File: src/rtl/fwchk_pkg.sv
package fwchk_pkg;

    localparam int REG_W        = 32;
    localparam int ADDR_W       = 8;
    localparam int NIB_W        = 4;
    localparam int N_DOM        = 8;
    localparam int N_GRP        = 8;
    localparam int MST_PER_WORD = 8;
    localparam int SLV_PER_WORD = 5;
    localparam int GRP_USED_W   = SLV_PER_WORD * NIB_W;
    localparam int LUT_WORDS    = N_GRP / 2;
    localparam int NUM_UNITS    = 10;

    // register pages (upper address nibble) and the control address
    localparam logic [3:0]        PAGE_DOM = 4'h0;
    localparam logic [3:0]        PAGE_GRP = 4'h1;
    localparam logic [3:0]        PAGE_LUT = 4'h2;
    localparam logic [ADDR_W-1:0] CTL_ADDR = 8'h30;

    typedef enum logic [2:0] {
        RK_NONE,
        RK_DOM,
        RK_GRP,
        RK_LUT,
        RK_CTL
    } reg_kind_e;

    typedef struct packed {
        logic valid;
        logic allow;
    } resp_t;

    // bit 1 of a code refuses non-secure traffic, bit 0 refuses secure traffic
    function automatic logic code_denies(input logic [1:0] code, input logic secure);
        return secure ? code[0] : code[1];
    endfunction

endpackage

File: src/rtl/fwchk_regs.sv
module fwchk_regs
    import fwchk_pkg::*;
#(
    parameter int DOM_WORDS = 8,
    parameter int GRP_WORDS = 16,
    parameter int UNIT_SEL  = 0
) (
    input  logic                                 clk,
    input  logic                                 rst,
    input  logic                                 wr_en,
    input  logic [ADDR_W-1:0]                    wr_addr,
    input  logic [REG_W-1:0]                     wr_data,
    output logic [DOM_WORDS-1:0][REG_W-1:0]      act_dom,
    output logic [GRP_WORDS-1:0][GRP_USED_W-1:0] act_grp,
    output logic [LUT_WORDS-1:0][REG_W-1:0]      act_lut
);

    localparam int DOM_IDX_W = $clog2(DOM_WORDS);
    localparam int GRP_IDX_W = $clog2(GRP_WORDS);
    localparam int LUT_IDX_W = $clog2(LUT_WORDS);
    localparam logic [4:0] DOM_LIM = 5'(DOM_WORDS);
    localparam logic [4:0] GRP_LIM = 5'(GRP_WORDS);
    localparam logic [4:0] LUT_LIM = 5'(LUT_WORDS);

    reg_kind_e kind;
    logic [DOM_WORDS-1:0][REG_W-1:0]      sh_dom;
    logic [GRP_WORDS-1:0][GRP_USED_W-1:0] sh_grp;
    logic [LUT_WORDS-1:0][REG_W-1:0]      sh_lut;

    logic [NUM_UNITS-1:0] ctl_q;
    logic [NUM_UNITS-1:0] ctl_nxt;
    logic [NUM_UNITS-1:0] ctl_en;
    logic                 ctl_we;
    logic                 commit_fire;

    // address decode
    always_comb begin
        kind = RK_NONE;
        if (wr_addr == CTL_ADDR)
            kind = RK_CTL;
        else if (wr_addr[7:4] == PAGE_DOM && {1'b0, wr_addr[3:0]} < DOM_LIM)
            kind = RK_DOM;
        else if (wr_addr[7:4] == PAGE_GRP && {1'b0, wr_addr[3:0]} < GRP_LIM)
            kind = RK_GRP;
        else if (wr_addr[7:4] == PAGE_LUT && {1'b0, wr_addr[3:0]} < LUT_LIM)
            kind = RK_LUT;
    end

    // masked control write and rising-edge commit detection
    assign ctl_we      = wr_en && (kind == RK_CTL);
    assign ctl_en      = wr_data[16 +: NUM_UNITS];
    assign ctl_nxt     = (ctl_q & ~ctl_en) | (wr_data[NUM_UNITS-1:0] & ctl_en);
    assign commit_fire = ctl_we && ctl_nxt[UNIT_SEL] && !ctl_q[UNIT_SEL];

    always_ff @(posedge clk) begin
        if (rst)
            ctl_q <= '0;
        else if (ctl_we)
            ctl_q <= ctl_nxt;
    end

    for (genvar i = 0; i < DOM_WORDS; i++) begin : g_dom
        logic [REG_W-1:0] sh_q, act_q;
        always_ff @(posedge clk) begin
            if (rst) begin
                sh_q  <= '0;
                act_q <= '0;
            end else begin
                if (wr_en && kind == RK_DOM && wr_addr[DOM_IDX_W-1:0] == DOM_IDX_W'(i))
                    sh_q <= wr_data;
                if (commit_fire)
                    act_q <= sh_q;
            end
        end
        assign sh_dom[i]  = sh_q;
        assign act_dom[i] = act_q;
    end

    for (genvar i = 0; i < GRP_WORDS; i++) begin : g_grp
        logic [GRP_USED_W-1:0] sh_q, act_q;
        always_ff @(posedge clk) begin
            if (rst) begin
                sh_q  <= '0;
                act_q <= '0;
            end else begin
                if (wr_en && kind == RK_GRP && wr_addr[GRP_IDX_W-1:0] == GRP_IDX_W'(i))
                    sh_q <= wr_data[GRP_USED_W-1:0];
                if (commit_fire)
                    act_q <= sh_q;
            end
        end
        assign sh_grp[i]  = sh_q;
        assign act_grp[i] = act_q;
    end

    for (genvar i = 0; i < LUT_WORDS; i++) begin : g_lut
        logic [REG_W-1:0] sh_q, act_q;
        always_ff @(posedge clk) begin
            if (rst) begin
                sh_q  <= '0;
                act_q <= '0;
            end else begin
                if (wr_en && kind == RK_LUT && wr_addr[LUT_IDX_W-1:0] == LUT_IDX_W'(i))
                    sh_q <= wr_data;
                if (commit_fire)
                    act_q <= sh_q;
            end
        end
        assign sh_lut[i]  = sh_q;
        assign act_lut[i] = act_q;
    end

    // active tables move only on a commit
    assert_shadow_only_R6: assert property (@(posedge clk) disable iff (rst)
        !commit_fire |=> $stable(act_dom) && $stable(act_grp) && $stable(act_lut));

    // a commit copies the whole shadow set
    assert_commit_copy_R7: assert property (@(posedge clk) disable iff (rst)
        commit_fire |=> (act_dom == $past(sh_dom)) && (act_grp == $past(sh_grp))
                        && (act_lut == $past(sh_lut)));

    // control write without enable bits changes nothing
    assert_ctl_noenable_R8: assert property (@(posedge clk) disable iff (rst)
        (ctl_we && wr_data[31:16] == 16'h0) |=> $stable(ctl_q));

endmodule

File: src/rtl/fwchk_decide.sv
module fwchk_decide
    import fwchk_pkg::*;
#(
    parameter int MST_W     = 6,
    parameter int SLV_W     = 7,
    parameter int NUM_SLV   = 80,
    parameter int DOM_WORDS = 8,
    parameter int GRP_WORDS = 16
) (
    input  logic                                 clk,
    input  logic                                 rst,
    input  logic [DOM_WORDS-1:0][REG_W-1:0]      act_dom,
    input  logic [GRP_WORDS-1:0][GRP_USED_W-1:0] act_grp,
    input  logic [LUT_WORDS-1:0][REG_W-1:0]      act_lut,
    input  logic                                 req_valid,
    input  logic [MST_W-1:0]                     req_mst,
    input  logic [SLV_W-1:0]                     req_slv,
    input  logic                                 req_secure,
    output logic                                 resp_valid,
    output logic                                 resp_allow
);

    localparam int GRP_IDX_W = $clog2(GRP_WORDS);
    localparam logic [SLV_W-1:0] SPW     = SLV_W'(SLV_PER_WORD);
    localparam logic [SLV_W-1:0] SLV_LIM = SLV_W'(NUM_SLV);

    logic [REG_W-1:0]      dom_word;
    logic [NIB_W-1:0]      dom;
    logic [SLV_W-1:0]      slv_q;
    logic [SLV_W-1:0]      slv_r;
    logic                  slv_ok;
    logic [GRP_USED_W-1:0] grp_word;
    logic [NIB_W-1:0]      grp;
    logic [REG_W-1:0]      lut_word;
    logic [1:0]            code;
    logic                  deny;
    resp_t                 resp_q;
    logic                  unused_bits;

    always_comb begin
        dom_word = act_dom[req_mst[MST_W-1:3]];
        dom      = NIB_W'(dom_word >> {req_mst[2:0], 2'b00});
        slv_q    = req_slv / SPW;
        slv_r    = req_slv - slv_q * SPW;
        slv_ok   = req_slv < SLV_LIM;
        grp_word = act_grp[slv_q[GRP_IDX_W-1:0]];
        grp      = NIB_W'(grp_word >> {slv_r[2:0], 2'b00});
        lut_word = act_lut[grp[2:1]];
        code     = 2'(lut_word >> {grp[0], dom[2:0], 1'b0});
        deny     = !slv_ok || dom[3] || grp[3] || code_denies(code, req_secure);
    end

    assign unused_bits = ^{slv_q, slv_r};

    always_ff @(posedge clk) begin
        if (rst)
            resp_q <= '0;
        else
            resp_q <= '{valid: req_valid, allow: req_valid && !deny};
    end

    assign resp_valid = resp_q.valid;
    assign resp_allow = resp_q.allow;

    assert_resp_follows_R2: assert property (@(posedge clk) disable iff (rst)
        req_valid |=> resp_valid);

    assert_resp_idle_R2: assert property (@(posedge clk) disable iff (rst)
        !req_valid |=> !resp_valid && !resp_allow);

    assert_slave_range_R9: assert property (@(posedge clk) disable iff (rst)
        (req_valid && req_slv >= SLV_LIM) |=> resp_valid && !resp_allow);

endmodule

File: src/rtl/fwchk_top.sv
module fwchk_top
    import fwchk_pkg::*;
#(
    parameter int MST_W    = 6,
    parameter int SLV_W    = 7,
    parameter int NUM_SLV  = 80,
    parameter int UNIT_SEL = 0
) (
    input  logic              clk,
    input  logic              rst,
    input  logic              cfg_wr_en,
    input  logic [ADDR_W-1:0] cfg_addr,
    input  logic [REG_W-1:0]  cfg_wdata,
    input  logic              req_valid,
    input  logic [MST_W-1:0]  req_mst,
    input  logic [SLV_W-1:0]  req_slv,
    input  logic              req_secure,
    output logic              resp_valid,
    output logic              resp_allow
);

    localparam int DOM_WORDS = (1 << MST_W) / MST_PER_WORD;
    localparam int GRP_WORDS = (NUM_SLV + SLV_PER_WORD - 1) / SLV_PER_WORD;

    logic [DOM_WORDS-1:0][REG_W-1:0]      act_dom;
    logic [GRP_WORDS-1:0][GRP_USED_W-1:0] act_grp;
    logic [LUT_WORDS-1:0][REG_W-1:0]      act_lut;

    fwchk_regs #(
        .DOM_WORDS (DOM_WORDS),
        .GRP_WORDS (GRP_WORDS),
        .UNIT_SEL  (UNIT_SEL)
    ) u_regs (
        .clk     (clk),
        .rst     (rst),
        .wr_en   (cfg_wr_en),
        .wr_addr (cfg_addr),
        .wr_data (cfg_wdata),
        .act_dom (act_dom),
        .act_grp (act_grp),
        .act_lut (act_lut)
    );

    fwchk_decide #(
        .MST_W     (MST_W),
        .SLV_W     (SLV_W),
        .NUM_SLV   (NUM_SLV),
        .DOM_WORDS (DOM_WORDS),
        .GRP_WORDS (GRP_WORDS)
    ) u_decide (
        .clk        (clk),
        .rst        (rst),
        .act_dom    (act_dom),
        .act_grp    (act_grp),
        .act_lut    (act_lut),
        .req_valid  (req_valid),
        .req_mst    (req_mst),
        .req_slv    (req_slv),
        .req_secure (req_secure),
        .resp_valid (resp_valid),
        .resp_allow (resp_allow)
    );

endmodule

File: config.mk
export PLATFORM = sky130hd
export DESIGN_NAME = fwchk_top
export DESIGN_NICKNAME = d
export VERILOG_FILES = /design/src/rtl/fwchk_pkg.sv /design/src/rtl/fwchk_regs.sv /design/src/rtl/fwchk_decide.sv /design/src/rtl/fwchk_top.sv
export SDC_FILE = /design/constraint.sdc
export NUM_CORES = 2
export LEC_CHECK = 0
export BUFFER_PORTS_ARGS = -buffer_cell sky130_fd_sc_hd__buf_2
export CAP_MARGIN = 20
export CORE_ASPECT_RATIO = 0.5
export CORE_UTILIZATION = 45
export DETAILED_ROUTE_END_ITERATION = 16
export PLACE_DENSITY = 0.63
export SLEW_MARGIN = 10
export SYNTH_ARGS = -nofsm -noshare
export SYNTH_HDL_FRONTEND = slang
export SYNTH_SLANG_ARGS = --single-unit
File: constraint.sdc
create_clock -name clk -period 8.4 [get_ports clk]
set_clock_uncertainty 0.05 [all_clocks]
set_input_delay 1.68 -clock clk [delete_from_list [all_inputs] [get_ports clk]]
set_output_delay 1.68 -clock clk [all_outputs]
set_load 0.005 [all_outputs]
==> results.cfg <==
[sta]
setup_total_negative_slack_ns = 0
grt_setup_unrepaired = no
timing_max_transition_violations_final = 0
final_setup_vio_count = 0
tightest_slew_ns = 1.19
max_clock_freq_mhz = 136
fin_crit_share = 0.879
final-hold-violation-count = 0
max_slew_margin = 0.207
final_critical_path_required_period_ns = 7.38

[route]
drt_iter0_markers = 5130
post_drt_wl_per_cell_um = 20.0
detailedRoute.firstPassIterationCount = 5
antenna_violating_nets_post_route = 0
detail_route.wirelength_mm = 171
number_of_remaining_drc_errors = 0
detailroute.via_count = 46900
drt-vias-per-instance = 5.50

[critical_path]
crit_path_max_fanout = 30
critical_path.startpoint_type = input pin
worstSetupEndpointType = flop
cp_data_required_time_ns = 9.00
critPathBufInv = 2
cp_top_family = simple AND/OR/NAND/NOR gates
crit_path_cell_trace = buf_2 -> nand2b_1 -> o22ai_1 -> o32ai_2 -> nand2_2 -> a21oi_4 -> inv_4 -> ha_1 -> xnor2_1 -> xnor2_1 -> nand2b_1 -> nor2_1 -> nand2_1 -> a221oi_1 -> a41oi_1 -> o2111ai_1 -> a2111oi_4 -> nor2_4 -> mux4_2 -> mux2i_1 -> mux2i_1 -> o2bb2ai_1 -> o31ai_1 -> nor3_1
timing.critical_path.slowest_stage_cell = sky130_fd_sc_hd__nor2_4
timing_worst_setup_path_type = in -> reg
critPathMaxStageDelay_ns = 0.79
critPathArrivalTime_ns = 7.98

[clock_tree]
cts_made_buffers = 121
cts_root_buffer = sky130_fd_sc_hd__clkbuf_16
cts.path.max_buffers = 3
post_cts_resized = 0
tritoncts = done
postCtsSetupRepairBufs = 0
clkSlewWorstSetupHoldPaths_ns = 0.07
htree_num_levels = 3
tritoncts_sinks = 1411
worst_skew_pair.late_latency_ns = 0.76
hold_buffers = 0

[status]
run_status = complete, no violations

[synth]
avgSynthCellArea_um2 = 7.71
synth-edff-count = 0
synth.top_cells.by_area = sky130_fd_sc_hd__dfxtp_1, sky130_fd_sc_hd__nand2_1, sky130_fd_sc_hd__a21oi_1, sky130_fd_sc_hd__mux4_2, sky130_fd_sc_hd__clkbuf_1
main_synth_ff_type = sky130_fd_sc_hd__dfxtp_1
synthDistinctLibCells = 88
number_of_synthesized_register_bits = 1411
mappedNetlistArea_mm2 = 0.0554
post-synth-top-area-fraction = 0.510
mappedNetlistNets = 7246
post_synth_inst_count = 7186
ys.warnings.count = 0
synth_top_cell_by_area = sky130_fd_sc_hd__dfxtp_1
sequential_cell_area_fraction_in_the_yosys_report = 0.510
proportion_of_synthesized_flip_flops_having_asynchronous_set_or_reset = 0

[global_route]
grt.overflow.total = 0
global_route.usage.met1 = 0.384
gr-usage-all-layers = 0.268
grt_first_pass_wirelength_mm = 262
grt_use_met2 = 0.423
global_route.usage.met3 = 0.0344
first_global_vias = 43000
grt_antenna_before_repair = 6
grt_busiest_layer = met2
pin_count_of_the_biggest_net_entering_global_routing = 212

[cells_and_area]
mostFrequentLayoutCells = sky130_fd_sc_hd__nand2_1, sky130_fd_sc_hd__a21oi_1, sky130_fd_sc_hd__dfxtp_1, sky130_fd_sc_hd__clkbuf_16, sky130_fd_sc_hd__mux4_2
layout.nets = 6882
mostFrequentLayoutCell = sky130_fd_sc_hd__nand2_1
multi_input_comb_area_mm2 = 0.0247
layout.core_utilization = 0.496
num-fill-cells = 11800
post_route_cells_drive_above_1_share = 0.0691
synthToLayoutAreaGrowth_pct = 8.58
ff_latch_area_mm2 = 0.0282

[min_path]
hp-class = reg -> reg

[power_and_ir_drop]
vdd_ir_drop_max_uv = 184
power_per_cell_area_mw_per_mm2 = 221
leakage_nw = 18.8
power_w = 0.0133

[die]
die_height_um = 250
dieWidth_um = 498
ioPinCount = 60
fp.coreArea_mm2 = 0.121
start_util = 0.457
fp-row-count = 90
die_area_mm2 = 0.125

[placed_design]
dpl_hpwl_mm = 95.5
routabilityCongestion = 0.885
portbufs = 59

[job]
drv.max_cap_violation_count = 0
-- metrics by stage --
| stage | cell area, um^2 | hold slack (ns) | std cells | worst slack [ns] |
|---|---|---|---|---|
| finish | 60100 | 0.386 | 8534 | 1.02 |
| global route | 60100 | 0.404 | 8533 | 0.499 |
| CTS | 60100 | 0.384 | 8526 | 1.22 |
| detailed placement | 56100 | 0.392 | 8306 | 0.445 |
| global placement | 56100 | 0.387 | 8305 | 0.504 |
| floorplan | 55400 | 0.381 | 7186 | 0.805 |
-- path summary, 6_finish.rpt --
check,depth (start not counted),endpoint,slack [ns],startpoint
max,24,u_decide.resp_allow,1.02,req_slv[6]
min,2,u_regs.g_dom[4].act_q[31],0.39,u_regs.g_dom[4].sh_q[31]
max reg2reg,9,u_decide.resp_allow,4.34,u_regs.g_dom[7].act_q[31]
min reg2reg,2,u_regs.g_dom[4].act_q[31],0.39,u_regs.g_dom[4].sh_q[31]
-- worst min-delay path, cell delays in order (launching register included) --
cell and delay, ns:
sky130_fd_sc_hd__dfxtp_1 0.31, sky130_fd_sc_hd__nand2_1 0.05, sky130_fd_sc_hd__a21oi_1 0.05
-- where the power goes --
group          internal (W)  leakage [nW]  total [W]  switching [W]
sequential          0.00669          11.4    0.00669     0.00000287
combinational      0.000257          5.46   0.000955       0.000699
clock               0.00305          1.95    0.00565        0.00260
-- flip-flops by register name, summed over array words and instances, names as in the netlist --
name / count
u_regs.g_dom.sh_q: 256
u_decide.resp_valid: 1
u_regs.g_grp.sh_q: 320
u_decide.resp_allow: 1
u_regs.g_grp.act_q: 320
u_regs.ctl_q: 1
u_regs.g_dom.act_q: 256
u_regs.g_lut.act_q: 128
u_regs.g_lut.sh_q: 128
-- cell usage after synthesis, types with 5 or more instances --
library cell,n
sky130_fd_sc_hd__nand2_1,3071
sky130_fd_sc_hd__a21oi_1,1440
sky130_fd_sc_hd__dfxtp_1,1411
sky130_fd_sc_hd__clkbuf_1,553
sky130_fd_sc_hd__mux4_2,93
sky130_fd_sc_hd__nand3_1,67
sky130_fd_sc_hd__mux2i_1,63
sky130_fd_sc_hd__buf_2,50
sky130_fd_sc_hd__nor2_1,46
sky130_fd_sc_hd__and3_1,27
sky130_fd_sc_hd__o21ai_0,26
sky130_fd_sc_hd__a221oi_1,21
sky130_fd_sc_hd__nor3_1,20
sky130_fd_sc_hd__o22ai_1,20
sky130_fd_sc_hd__a311oi_1,19
sky130_fd_sc_hd__a31oi_1,18
sky130_fd_sc_hd__buf_1,18
sky130_fd_sc_hd__and2_1,13
sky130_fd_sc_hd__o221ai_1,13
sky130_fd_sc_hd__o211ai_1,11
sky130_fd_sc_hd__inv_1,10
sky130_fd_sc_hd__or3_1,10
sky130_fd_sc_hd__nand2b_1,9
sky130_fd_sc_hd__xnor2_1,9
sky130_fd_sc_hd__a22oi_1,8
sky130_fd_sc_hd__a211oi_1,7
sky130_fd_sc_hd__nor4_1,7
sky130_fd_sc_hd__or2_2,7
sky130_fd_sc_hd__nor2b_1,6
sky130_fd_sc_hd__nand4_1,5
sky130_fd_sc_hd__o2111ai_1,5
sky130_fd_sc_hd__o2bb2ai_1,5
-- layout make-up --
cell class / instances / area share
diodes: 5 / 0.000208
clock inverters: 39 / 0.00676
clock buffers: 181 / 0.0589
inverters: 13 / 0.000853
flip-flops and latches: 1411 / 0.470
repair buffers: 142 / 0.0186
multi-input cells: 5133 / 0.411
well taps: 1610 / 0.0335
-- kinds of logic (layout without fill, tap and decap cells) --
logic type                 after synthesis  after routing  synth area share
other                                    0              5                 0
muxes                                  161            161            0.0502
AOI/OAI and AO/OA                     1647           1647             0.160
DFF                                   1411           1411             0.510
xor gates and xnor gates                10             10           0.00158
adders and majority gates                2              2          0.000587
buffers and inverters                  642            375            0.0455
and+or+nand+nor                       3313           3313             0.232
-- metal layers --
metal | part of all wire | vias up
met5 | 0 | -
met4 | 0.023 | 0
met3 | 0.063 | 234
met2 | 0.46 | 1362
met1 | 0.46 | 22500
li1 | - | 22900
Note: power is estimated with default switching activity, not from simulation.
